**config.mk**
```make
export PLATFORM = sky130hd
export DESIGN_NAME = evt_flag_bank
export DESIGN_NICKNAME = d
export VERILOG_FILES = /design/src/rtl/evt_flag_bank.sv
export SDC_FILE = /design/constraint.sdc
export NUM_CORES = 1
export LEC_CHECK = 0
export BUFFER_PORTS_ARGS = -buffer_cell sky130_fd_sc_hd__clkbuf_2
export CAP_MARGIN = 20
export CORE_MARGIN = 5
export CORE_UTILIZATION = 60
export DETAILED_ROUTE_END_ITERATION = 8
export PLACE_DENSITY = 0.83
export SYNTH_ARGS = -nofsm -noshare
export SYNTH_HDL_FRONTEND = slang
export SYNTH_SLANG_ARGS = --single-unit
```
**constraint.sdc**
```tcl
create_clock -name clk -period 4.5 [get_ports clk]
set_input_delay 0.225 -clock clk [delete_from_list [all_inputs] [get_ports clk]]
set_output_delay 0.225 -clock clk [all_outputs]
set_load 0.02 [all_outputs]
```
**src/rtl/evt_flag_bank.sv**
```systemverilog
module evt_flag_bank #(
  parameter int N  = 4,
  parameter int W  = 8,
  parameter int AW = $clog2(N + 2)
) (
  input  logic          clk,
  input  logic          rst_n,
  input  logic [N-1:0]  evt_i,
  input  logic          gmask_i,
  input  logic [AW-1:0] addr_i,
  input  logic          rd_i,
  input  logic          wr_i,
  input  logic [W-1:0]  wdata_i,
  output logic [W-1:0]  rdata_o,
  output logic [N-1:0]  req_o
);

  localparam logic [AW-1:0] A_STAT = '0;
  localparam logic [AW-1:0] A_CTRL = AW'(1);
  localparam int DBASE = 2;

  logic [N-1:0] flag_q, en_q, arm_q, dhit, clr;
  logic [W-1:0] dreg_q [N];

  wire acc     = rd_i | wr_i;
  wire stat_rd = rd_i && (addr_i == A_STAT);
  wire stat_wr = wr_i && (addr_i == A_STAT);
  wire ctrl_wr = wr_i && (addr_i == A_CTRL);

  for (genvar i = 0; i < N; i++) begin : g_data
    assign dhit[i] = acc && (addr_i == AW'(DBASE + i));
    always_ff @(posedge clk) begin
      if (!rst_n)                dreg_q[i] <= '0;
      else if (wr_i && dhit[i])  dreg_q[i] <= wdata_i;
    end
  end

  assign clr   = ({N{stat_wr}} & ~wdata_i[N-1:0]) | (dhit & arm_q);
  assign req_o = flag_q & en_q & {N{~gmask_i}};

  always_ff @(posedge clk) begin
    if (!rst_n) begin
      flag_q <= '0;
      en_q   <= '0;
      arm_q  <= '0;
    end else begin
      flag_q <= evt_i | (flag_q & ~clr);
      if (ctrl_wr) en_q <= wdata_i[N-1:0];
      if (acc)     arm_q <= stat_rd ? flag_q : '0;
    end
  end

  always_comb begin
    rdata_o = '0;
    if (rd_i) begin
      if (addr_i == A_STAT) rdata_o = W'(flag_q);
      if (addr_i == A_CTRL) rdata_o = W'(en_q);
      for (int i = 0; i < N; i++)
        if (dhit[i]) rdata_o = dreg_q[i];
    end
  end


  evt_set_chk: assert property (@(posedge clk) disable iff (!rst_n)
    (evt_i != '0) |=> ((flag_q & $past(evt_i)) == $past(evt_i)));


  wr_one_chk: assert property (@(posedge clk) disable iff (!rst_n)
    (stat_wr && evt_i == '0) |=> ((flag_q & ~$past(flag_q)) == '0));


  seq_clr_chk: assert property (@(posedge clk) disable iff (!rst_n)
    (((dhit & arm_q) != '0) && evt_i == '0) |=> ((flag_q & $past(dhit & arm_q)) == '0));


  arm_src_chk: assert property (@(posedge clk) disable iff (!rst_n)
    stat_rd |=> ((arm_q & ~$past(flag_q)) == '0));


  disarm_chk: assert property (@(posedge clk) disable iff (!rst_n)
    (acc && !stat_rd) |=> (arm_q == '0));

endmodule

```
# == Word level (Yosys, flattened, before mapping) ==
# Memory sizes are Yosys's and may differ from the RTL's.
# Index checks and enable logic that the tools add are counted.
# totals
output_inout_bits,12
elab_cells,61
regBits,12
mem_count,1
mem_bits_rw,32
inputBits,20
# op_classes
reduce_logical,12
n_eq_ne,5
muxes,25
bitwise,15
# mem_list
memory,depth,word_bits,rd,rd_ports_with_merged_regs,wr,line_no,rtl
dreg_q,4,8,4,0,4,23,logic [W-1:0] dreg_q [N];
# op_table
operator,count
two-way mux 8 bit,10
bitwise AND 4 bit,5
two-way mux 1 bit,13
logical AND 1 bit,11
two-way mux 4 bit,2
NOT 4 bit,2
bitwise OR 4 bit,2
equality test 3 x 2 -> 1 bit (second input constant),2
equality test 3 bit (second input constant),2
bitwise OR 1 bit,5
equality test 3 x 1 -> 1 bit (second input constant),1
logical NOT 3 bit,1
NOT 1 bit,1

# == Logic depth before layout (Yosys ltp) ==
# logic_depth
depth_word,8
mapped_depth,6
mapped_depth_nobuf,4

# == Worst setup path before layout ==
# OpenSTA, ideal clock, no wires.
# synth_timing
kind,input to register
start,in addr_i[2]
end,"mem dreg_q[3][0], enable pin"
n_path_buf,2
stages,5
t_arrival_ns,1.228
slack_ns,2.899
required_ns,4.126
setup_ns,0.374
cell_sequence,buf_6 nor2b_1 clkbuf_1 inv_1 o21ai_1
# synth_lines
element,line_no,rtl
from (decl),10,"input logic [AW-1:0] addr_i,"
to (decl),23,

# == Worst setup path after layout ==
# layout_timing
start,in addr_i[0]
end,out rdata_o[1]
# layout_via
elab_chain_len,8
elab_cells_between_ends,17
cone_classes,eq/ne (5); mux (7); reduce/logical (5)
# layout_rtl
element,line_no,rtl
logical NOT 3 bit,56,if (addr_i == A_STAT) rdata_o = W'(flag_q);
two-way mux 4 bit,56,
two-way mux 8 bit,57,if (addr_i == A_CTRL) rdata_o = W'(en_q);
two-way mux 8 bit (3 in a row),59,if (dhit[i]) rdata_o = dreg_q[i];
two-way mux 8 bit (*),59,
two-way mux 8 bit (*),55,if (rd_i) begin
to (decl),14,"output logic [W-1:0] rdata_o,"
# Every way passes the cells marked *; elsewhere a longest branch is shown, timed or not.

==> metrics.md <==
| Metric | Value |
|---|---|
| Outcome | finished, final reports clean |
| Post-route minimum period | 2170 ps |
| Busiest grt layer | met2 |
| Synthesis-to-layout area growth | 13.3% |
| Core ar. | 3630 µm² |
| CP endpoint kind | output pin |
| Worst-case clock buffer depth | 2 |
| Initial core utilization | 0.619 |
| Pins Over Slew Limit | 0 |
| CTS sink count | 44 |
| CTS tree | done |
| DR pass1 iterations | 4 |
| Post-Place Cells | 281 |
| GRT Overall Usage | 0.220 |
| RSZ-0062 raised after global routing | no |
| Post-layout total power | 0.000909 W |
| WL/cell | 18.0 µm |
| Slowest Stage Delay on Critical Path | 460 ps |
| Setup Fix Bufs, Post-CTS | 0 |
| Ports | 32 |
| Pwr dens | 357 nW/µm² |
| Switching part of the total | 0.217 |
| Crit path to | rdata_o[1] |
| Routability cong. | 0.806 |
| Yosys reg bits | 44 |
| Reg power frac | 0.515 |
| Layout Nets | 260 |
| Fin cells | 289 |
| Internal reg-to-reg setup slack | 3660 ps |
| Vias in the first global route | 1741 |
| Grt ovf | 0 |
| Sequential share of the synthesized area | 0.534 |
| Max Clock Freq | 0.460 GHz |
| Htree depth | 2 |
| Iteration-0 DRC Markers | 159 |
| Finished Cell Area | 2550 µm² |
| Vias/cell | 5.97 |
| Top-area cell type share of the netlist area | 0.427 |
| Skew final | 4.39 ps |
| Met3 Use GR | 0.0477 |
| Post-DP HPWL | 3.75 mm |
| Max FO, Critical Path | 25 |
| EDFF count, synth | 32 |
| Clock network power share | 0.382 |
| Worst-path cell with the longest stage delay | nor3b_2 |
| Slew headroom | 0.503 |
| Post-Synthesis Cells | 212 |
| Syn nets | 232 |
| Row count | 22 |
| PortBufs | 31 |
| Met1 usage | 0.268 |
| Comb pwr share | 0.103 |
| DRT antenna net count | 0 |
| Psw | 0.000198 W |
| Global-route wire length before repair | 8.52 mm |
| Yosys top cell by area | edfxtp_1 |
| Post-synth top flop | edfxtp_1 |
| Antenna violations before repair | 0 |
| Largest net degree at the start of global routing | 26 |
| Setup ws final | 2330 ps |
| Synth top area cells | edfxtp_1, dfxtp_1, and2_1 |
| CP arrival | 1950 ps |
| Worst skew pair latency | 290 ps |
| Reg-to-Reg End | flag_q[3] |
| Reg2Reg Depth | 3 |
| Cell mode on critical path | clkbuf_2 |
| Met2 layer usage reported by global route | 0.357 |
| Worst Hold Depth | 2 |
| Final setup vio count | 0 |
| Fraction of layout cells with a size suffix above 1 | 0.187 |
| Root buf cell | clkbuf_8 |
| Syn avg cell area | 10.6 µm² |
| Mapped Area | 2250 µm² |
| Worst IR drop on VDD | 0.000231 V |
| Startpoint Class | primary input |
| Synth top cells by count | and2_1, edfxtp_1, nand2_1 |
| Crit path from | addr_i[0] |
| ANT cells | 0 |
| Maxcap violations | 0 |
| Final period util | 0.483 |
| Synth unique cells | 37 |
| Leak Pwr | 0.965 nW |
| Hold buffer count at CTS | 0 |
| Worst reg2reg startpoint | arm_q[3] |
| Area of placed instances | 2410 µm² |
| Die height | 71.2 µm |
| Via count | 1724 |
| Pre-CTS WS | 2370 ps |
| Die area | 5070 µm² |
| Synth warnings | 0 |
| Worst Hold Class | in -> reg |
| Final WL | 5.19 mm |
| CTS buffer count | 5 |
| DRC Markers | 0 |
| CTS clk-pin slew, worst paths | 80 ps |
| Final setup TNS | 0 ps |
| Post_cts resized | 0 |
| Async SR Flop Fraction | 0 |
| Internal power | 0.000712 W |
| Setup Crit Path Kind | in -> out |
| Cells along the critical path | clkbuf_2, o21bai_1, nor3b_2, a221oi_1, o22ai_1, clkbuf_2 |
| Chip width | 71.2 µm |
| Worst-Margin Slew | 741 ps |
| Final hold violations | 0 |
| Worst path required time | 4280 ps |
[worst min-delay path by stage]
stage,from,to
global placement,evt_i[0],flag_q[0]
finish,evt_i[3],flag_q[3]
CTS,evt_i[3],flag_q[3]
floorplan,evt_i[3],flag_q[3]
global route,evt_i[3],flag_q[3]
detailed placement,evt_i[3],flag_q[3]
[flip-flops by register name, indices dropped and copies added, names as in the netlist]
signal / flops
dreg_q: 32
arm_q: 4
en_q: 4
flag_q: 4
[cells in the final DEF, fill, tap and decap left out, drive strengths merged]
master,count
inv,6
a32o,4
a211oi,1
a32oi,1
dfxtp,12
or3b,1
a31oi,5
nor2b,11
or4b,1
nand4b,1
and3,3
mux2i,8
nand3b,1
edfxtp,32
nor3b,7
o21a,4
o2bb2ai,4
o211a,1
buf,1
a21oi,7
o21ai,8
bufinv,2
and2,32
o22ai,4
nor3,5
nand2b,1
a221oi,3
nand2,21
o211ai,4
o21bai,1
nor2,11
clkbuf,37
and3b,1
[cells by family (layout without fill, tap and decap cells)]
logic type	after synthesis	after routing	synth area share
flops	44	44	0.534
buf+inv	17	46	0.0351
simple gates	96	96	0.250
compound gates	47	47	0.145
mux	8	8	0.0356
[layout make-up]
type,count,area (µm²)
clock buffers,6,72.6
repair buffers,32,163
clock inverters,2,60.1
inverters,6,22.5
fillers,295,1090
flip-flops and latches,44,1200
well taps,48,60.1
multi-input cells,151,968
[stage by stage]
stage | util | hold WS [ps]
floorplan | - | 349
global placement | 0.665 | 434
detailed placement | 0.665 | 440
CTS | 0.701 | 134
global route | 0.701 | 138
finish | 0.701 | 135
[worst max-delay path: cells and delay by family]
family / cells / cell delay (ps)
compound gates: 3 / 710
buf+inv: 2 / 540
simple gates: 1 / 460
[power by group through the flow]
stage / logic [W] / registers (W) / clock network, W
after floorplan: 0.0000617 / 0.000472 / 0
after global placement: 0.0000899 / 0.000477 / 0
after detailed placement: 0.0000928 / 0.000477 / 0
after CTS: 0.0000932 / 0.000468 / 0.000349
after global routing: 0.000102 / 0.000470 / 0.000366
final: 0.0000939 / 0.000468 / 0.000348
[layer usage]
| layer | wire length [µm] | vias up |
|---|---|---|
| met5 | 0 | - |
| met4 | 154 | 0 |
| met3 | 287 | 14 |
| met2 | 2590 | 52 |
| met1 | 2160 | 830 |
| li1 | - | 828 |
Power figures use the tool's default switching activity.
